### src/rtl/dma_req_arbiter.sv
module dma_req_arbiter #(
  parameter int NCH = 4
) (
  input  logic           clk,
  input  logic           rst_n,
  input  logic           sample_i,
  input  logic [NCH-1:0] ch_en_i,
  input  logic [NCH-1:0] ch_req_i,
  input  logic           xfer_done_i,
  input  logic           cpu_done_i,
  output logic [NCH-1:0] grant_o,
  output logic           cpu_own_o,
  output logic [NCH-1:0] pend_o
);

  logic [NCH-1:0] pend_q, grant_q;
  logic           cpu_turn_q;

  wire            busy = |grant_q;
  wire            idle = !busy && !cpu_turn_q;
  wire [NCH-1:0]  pick = pend_q & (~pend_q + NCH'(1));
  wire [NCH-1:0]  win  = idle ? pick : '0;
  wire [NCH-1:0]  hits = sample_i ? (ch_req_i & ch_en_i) : '0;

  always_ff @(posedge clk) begin
    if (!rst_n) begin
      pend_q     <= '0;
      grant_q    <= '0;
      cpu_turn_q <= 1'b0;
    end else begin
      pend_q <= ((pend_q & ~win) | hits) & ch_en_i;
      if (busy) begin
        if (xfer_done_i) grant_q <= '0;
      end else if (idle) begin
        grant_q <= pick;
      end
      if (busy && xfer_done_i)  cpu_turn_q <= 1'b1;
      else if (cpu_done_i)      cpu_turn_q <= 1'b0;
    end
  end

  assign grant_o   = grant_q;
  assign cpu_own_o = !busy;
  assign pend_o    = pend_q;

  AST_ONE_GRANT: assert property (@(posedge clk) disable iff (!rst_n)
    $onehot0(grant_q));
  AST_GRANT_HOLD: assert property (@(posedge clk) disable iff (!rst_n)
    (busy && !xfer_done_i) |=> (grant_q == $past(grant_q)));
  AST_DONE_RELEASE: assert property (@(posedge clk) disable iff (!rst_n)
    (busy && xfer_done_i) |=> (grant_q == '0));
  AST_CPU_TURN: assert property (@(posedge clk) disable iff (!rst_n)
    (cpu_turn_q && !cpu_done_i) |=> (grant_q == '0));
  AST_GRANT_CLEARS: assert property (@(posedge clk) disable iff (!rst_n)
    ($rose(busy)) |-> ((($past(pend_q) & grant_q) == grant_q) && ((pend_q & grant_q & ~$past(hits)) == '0)));
  AST_PRIORITY: assert property (@(posedge clk) disable iff (!rst_n)
    ($rose(busy)) |-> (($past(pend_q) & (grant_q - NCH'(1))) == '0));
  AST_NO_DISABLED: assert property (@(posedge clk) disable iff (!rst_n)
    1'b1 |=> ((pend_q & ~$past(ch_en_i)) == '0));

endmodule

### config.mk
export PLATFORM = sky130hd
export DESIGN_NAME = dma_req_arbiter
export DESIGN_NICKNAME = d
export VERILOG_FILES = /design/src/rtl/dma_req_arbiter.sv
export SDC_FILE = /design/constraint.sdc
export NUM_CORES = 1
export LEC_CHECK = 0
export ABC_AREA = 1
export BUFFER_PORTS_ARGS = -buffer_cell sky130_fd_sc_hd__buf_2
export CORE_AREA = 3 3 40 42
export DETAILED_ROUTE_END_ITERATION = 8
export DIE_AREA = 0 0 43 45
export PLACE_DENSITY_LB_ADDON = 0.05
export SYNTH_ARGS = -nofsm -noshare
export SYNTH_HDL_FRONTEND = slang
export SYNTH_SLANG_ARGS = --single-unit
### constraint.sdc
create_clock -name clk -period 0.93 [get_ports clk]
set_input_delay 0.186 -clock clk [delete_from_list [all_inputs] [get_ports clk]]
set_output_delay 0.186 -clock clk [all_outputs]
set_load 0.05 [all_outputs]
==> out/qor.yml, run 1 <==
worst_setup_path:
  crit_cells: 4
  critPathRequiredTime_ns: 0.74
  critPathBufInv: 2
  r2r_start: "grant_o[0]$_SDFFE_PN0P_"
  endpoint_kind: "output port"
  r2r_cells: 6
  critical_path.cell_chain: "nor2_4 -> nand2_4 -> clkinvlp_4 -> buf_8"
  cp.arrival_ns: 1.02
  crit_path_start: "grant_o[0]$_SDFFE_PN0P_"
  reg2reg_to: "pend_o[2]$_SDFF_PN0_"
  slowest_delay_ns: 0.35
  critPathTopFamily: "flip-flops"
  reg2reg_slack_ns: -0.24
  crit_type: "reg -> out"
  crit_fanout: 2
  crit_path_end: "cpu_own_o"
  startpoint_type: "flop"
  critPathSlowestCell: "dfxtp_4"
synth:
  netlist_area_um2: 422
  synth_area_leaders: "dfxtp_1 (43%), nand2_1 (13%), a21oi_1 (9.5%)"
  ys_seq_elements: 9
  synth_cells: 57
  synth_top_area_frac: 0.427
  synth.distinct_cells: 15
  synth_nets: 70
  yosysTopAreaCell: "dfxtp_1"
  ys_seq_area_frac: 0.427
  synth_area_per_cell_um2: 7.40
  yosys_warnings: 0
power:
  p_clk_frac: 0.318
  intPower_mw: 0.667
  switching_power_mw: 0.280
  power_mw: 0.947
  swShare: 0.296
  power.leakage_nw: 0.418
  power_frac_seq: 0.417
  combPwrFrac: 0.265
  power_per_cell_area_nw_per_um2: 1110
  vdd_drop_max_uv: 788
layout:
  n_antenna_cell: 0
  post-route-cell-area_um2: 855
  n_fill_cell: 117
  nNetsFinal: 110
  syn2layout_area_growth_pct: 103
  drive_above_1_share: 0.604
detailed_routing:
  drcViolationCount: 0
  ant_nets: 0
  post_drt_wl_per_cell_um: 10.4
  dr_total_vias: 511
  via_per_inst: 4.60
  finalWirelength_mm: 1.15
  drtIter0Drc: 6
  drt_first_pass_iters: 4
sta:
  max_freq_mhz: 827
  fin_crit_sh: 1.30
  worstMarginPinSlew_ns: 0.202
  setup_viol: 18
  finalHoldViolCount: 0
  setup_ws_ns: -0.280
  tns_ns: -2.53
  hold_ws_ns: 0.128
  fin_skew_ns: 0.00303
  drv_slew: 0
  rsz0062_at_grt: "true"
  period_needed_ns: 1.21
  relSlewSlack: 0.865
floorplanning:
  io-pin-count: 22
  die_y_um: 45
  die_area_um2: 1940
  fp-row-count: 13
  core_um2: 1280
  start_util: 0.328
  die_w_um: 43
clock_tree:
  cts_buffer_depth: 2
  htreeDepth: 1
  clock_sinks: 9
  clk_latency_ns: 0.26
  root_buffer: "clkbuf_4"
  cts_tree: "yes"
  clkSlewWorstSetupHoldPaths_ns: 0.06
  numCtsBuffers: 3
  postCtsHoldBufs: 0
global_route:
  grt_pass1_wl_mm: 1.92
  antenna_found_initial: 0
  grt-ovfl-total: 0
  grt_pass1_vias: 473
  grtUsageTotal: 0.137
  grt_max_degree: 6
place:
  place_area_um2: 614
  dp_slack_ns: -0.121
  hpwl_um: 758
  gp_congestion: 0.677
  placement.io_buffers: 21
run_status:
  failed_checks: "negative setup slack"
  status: "finished, violations left"
min_path:
  min_path_type: "in -> reg"
flow_run:
  max-cap-violations: 0
## stage by stage
step	utilization	cells
5_1_grt	0.665	111
6_report	0.665	111
4_1_cts	0.617	108
3_3_place_gp	0.478	97
2_1_floorplan	-	57
3_5_place_dp	0.478	97
## layout by cell type (no fill, tap or decap), drive strengths merged
| master | synthesis | routed |
|---|---|---|
| clkbuf | 0 | 4 |
| nand2 | 16 | 16 |
| nand3 | 6 | 7 |
| inv | 6 | 5 |
| o21bai | 3 | 3 |
| dfxtp | 9 | 9 |
| a21oi | 9 | 9 |
| clkinvlp | 0 | 1 |
| nor2 | 5 | 5 |
| or2 | 1 | 1 |
| buf | 0 | 34 |
| clkinv | 2 | 2 |
## what timing repair did
item                                    4_1_cts  5_1_grt
gates resized for setup                      29       11
buffers inserted                              6        6
pin swaps                                     8        7
gates cloned                                  1        0
endpoints found under the setup margin       16       18
## cells by family (layout without fill, tap and decap cells)
group / count (synthesis) / count (layout) / synth area share
AND/OR/NAND/NOR: 28 / 29 / 0.320
buffers and inverters: 8 / 46 / 0.0831
AO/OA/AOI/OAI: 12 / 12 / 0.169
flip-flops: 9 / 9 / 0.427
## tightest hold or removal path: cells and delay by family
| family | cells | cell delay [ns] |
|---|---|---|
| and+or+nand+nor | 1 | 0.04 |
| buffers and inverters | 1 | 0.09 |
| AOI/OAI and AO/OA | 1 | 0.03 |
## per-layer routing
layer | global-route usage | up-vias | wire (um) | share of wire
met3 | 0.0279 | 4 | 92 | 0.080
met4 | 0.108 | 0 | 26 | 0.023
met2 | 0.228 | 20 | 604 | 0.52
li1 | - | 264 | - | -
met5 | 0 | - | 0 | 0
met1 | 0.152 | 223 | 428 | 0.37
## power by group through the flow
stage	logic [mW]	clock network, mW	registers [mW]
2_1_floorplan	0.0820	0	0.436
3_3_place_gp	0.173	0	0.402
3_5_place_dp	0.173	0	0.403
4_1_cts	0.226	0.308	0.394
5_1_grt	0.274	0.333	0.395
6_report	0.251	0.301	0.395
## layout make-up
type / count / area [um2] / area share
Sequential cell: 9 / 205 / 0.240
Clock buffer: 4 / 26.3 / 0.0307
Timing Repair Buffer: 34 / 312 / 0.365
Tap cell: 15 / 18.8 / 0.0220
Inverter: 8 / 38.8 / 0.0454
Multi-Input combinational cell: 41 / 254 / 0.297
## worst min-delay path by stage
stage          depth (start not counted)  startpoint                   end  slack (ns)
2_1_floorplan                          2  ch_en_i[2]  pend_o[2]$_SDFF_PN0_        0.29
3_3_place_gp                           3  ch_en_i[2]  pend_o[2]$_SDFF_PN0_        0.40
3_5_place_dp                           3  ch_en_i[3]  pend_o[3]$_SDFF_PN0_        0.40
4_1_cts                                3  ch_en_i[3]  pend_o[3]$_SDFF_PN0_        0.13
5_1_grt                                3  ch_en_i[3]  pend_o[3]$_SDFF_PN0_        0.14
6_report                               3  ch_en_i[3]  pend_o[3]$_SDFF_PN0_        0.13
## synth_stat cells
cell type / instances
inv_2: 2
a21oi_1: 8
a21oi_2: 1
clkinv_4: 1
nor2_2: 2
nand2_2: 1
nor2_1: 3
dfxtp_1: 9
or2_0: 1
clkinv_1: 1
nand2_1: 15
inv_1: 4
o21bai_1: 3
nand3_1: 5
nand3_4: 1
## sequential cells by signal, summed over array words and instances, names as in the netlist
| register | cells |
|---|---|
| cpu_turn_q | 1 |
| grant_o | 4 |
| pend_o | 4 |
No activity file was read; power rests on OpenSTA's default activity.
==> run 2, diff against run 1 <==
Settings changed: CAP_MARGIN set to 20, PLACE_DENSITY set to 0.61, PLACE_DENSITY_LB_ADDON 0.05 to unset.
==> out/qor.yml, run 2 (same netlist as run 1, synthesis figures left out) <==
run_status:
  status: "finished, violations left"
  failed_checks: "negative setup slack"
floorplanning:
  io-pin-count: 22
  core_um2: 1280
  die_w_um: 43
  die_area_um2: 1940
  die_y_um: 45
  start_util: 0.328
  fp-row-count: 13
sta:
  drv_slew: 0
  fin_crit_sh: 1.30
  relSlewSlack: 0.873
  worstMarginPinSlew_ns: 0.191
  fin_skew_ns: 0.00229
  rsz0062_at_grt: "true"
  finalHoldViolCount: 0
  setup_viol: 16
  max_freq_mhz: 826
  setup_ws_ns: -0.281
  period_needed_ns: 1.21
clock_tree:
  postCtsHoldBufs: 0
  root_buffer: "clkbuf_4"
  clock_sinks: 9
  cts_tree: "yes"
  htreeDepth: 1
  numCtsBuffers: 3
  clkSlewWorstSetupHoldPaths_ns: 0.06
  cts_buffer_depth: 2
  clk_latency_ns: 0.26
worst_setup_path:
  slowest_delay_ns: 0.35
  crit_fanout: 2
  critPathRequiredTime_ns: 0.74
  r2r_start: "grant_o[2]$_SDFFE_PN0P_"
  endpoint_kind: "output port"
  critical_path.cell_chain: "nor2_4 -> nand2_4 -> clkinvlp_4 -> buf_8"
  critPathBufInv: 2
  critPathTopFamily: "flip-flops"
  startpoint_type: "flop"
  reg2reg_to: "pend_o[3]$_SDFF_PN0_"
  r2r_cells: 6
  crit_path_start: "grant_o[2]$_SDFFE_PN0P_"
  reg2reg_slack_ns: -0.24
  crit_type: "reg -> out"
  cp.arrival_ns: 1.02
  critPathSlowestCell: "dfxtp_4"
global_route:
  grt_pass1_wl_mm: 1.98
  grt_pass1_vias: 478
  grt_max_degree: 6
  antenna_found_initial: 0
  grt-ovfl-total: 0
  grtUsageTotal: 0.137
detailed_routing:
  via_per_inst: 4.53
  finalWirelength_mm: 1.18
  dr_total_vias: 503
  drt_first_pass_iters: 1
  drcViolationCount: 0
  drtIter0Drc: 0
  ant_nets: 0
  post_drt_wl_per_cell_um: 10.6
flow_run:
  max-cap-violations: 0
place:
  placed_cells: 97
  hpwl_um: 767
  placement.io_buffers: 21
  gp_congestion: 0.692
layout:
  layout.cells.non_filler: 111
  n_antenna_cell: 0
  multiInputGateArea_um2: 264
  layout_common_cells: "nand2_1 (14), buf_2 (12), buf_8 (9)"
  nNetsFinal: 110
  syn2layout_area_growth_pct: 106
  drive_above_1_share: 0.604
  n_fill_cell: 109
  final_common_cell: "nand2_1"
  seqCellArea_um2: 205
min_path:
  worstHoldPathCells: 3
  min_from: "ch_en_i[0]"
  min_path_type: "in -> reg"
  hold_path_end: "pend_o[0]$_SDFF_PN0_"
power:
  power.leakage_nw: 0.413
  vdd_drop_max_uv: 876
  power_mw: 0.944
  power_per_cell_area_nw_per_um2: 1090
## run 2: cell counts in the layout (fill, tap and decap cells not counted)
Identical to the previous run, type by type.
## run 2: metrics by stage
stage          worst slack [ns]  hold WS [ns]  setup TNS [ns]  utilization  area [um2]
6_report                 -0.281         0.135           -2.47        0.676         868
5_1_grt                  -0.327         0.147           -3.43        0.676         868
4_1_cts                  -0.264         0.126           -1.62        0.609         782
3_5_place_dp             -0.124         0.403          -0.456        0.478         614
3_3_place_gp             -0.112         0.401          -0.299        0.478         614
2_1_floorplan           -0.0978         0.292          -0.449            -         460
## run 2: routing by layer
metal	track usage	share of wire	routed length, um
met1	0.148	0.36	425
met2	0.257	0.54	631
met3	0.0319	0.086	101
met4	0.0542	0.016	19
met5	0	0	0
## run 2: worst register-to-register path: stages, from the launching register on
cell	delay [ns]
dfxtp_4	0.35
nor2_4	0.14
buf_4	0.13
buf_6	0.10
nand3_4	0.11
o21bai_1	0.16
a21oi_1	0.08
## run 2: worst max path at each step
stage               slack [ns]  cells past startpoint        end
floorplan                 -0.1                      3  cpu_own_o
global placement         -0.11                      4  cpu_own_o
detailed placement       -0.12                      4  cpu_own_o
CTS                      -0.26                      4  cpu_own_o
global route             -0.33                      4  cpu_own_o
finish                   -0.28                      4  cpu_own_o
## run 2: power by group
group	internal (mW)	switching [mW]	total [mW]
Sequential	0.384	0.0108	0.395
Combinational	0.115	0.138	0.253
Clock	0.165	0.130	0.295
## run 2: area by class of cell
cell class | count | area share
Timing Repair Buffer | 34 | 0.363
Multi-Input combinational cell | 41 | 0.304
Sequential cell | 9 | 0.236
Inverter | 8 | 0.0447
Clock buffer | 4 | 0.0303
Tap cell | 15 | 0.0216
## run 2: timing repair
action,4_1_cts,5_1_grt
gates cloned,1,0
pin swaps,5,8
setup endpoints to repair,16,18
endpoints found under the hold margin,0,0
buffers inserted,5,5
resized for setup,28,12
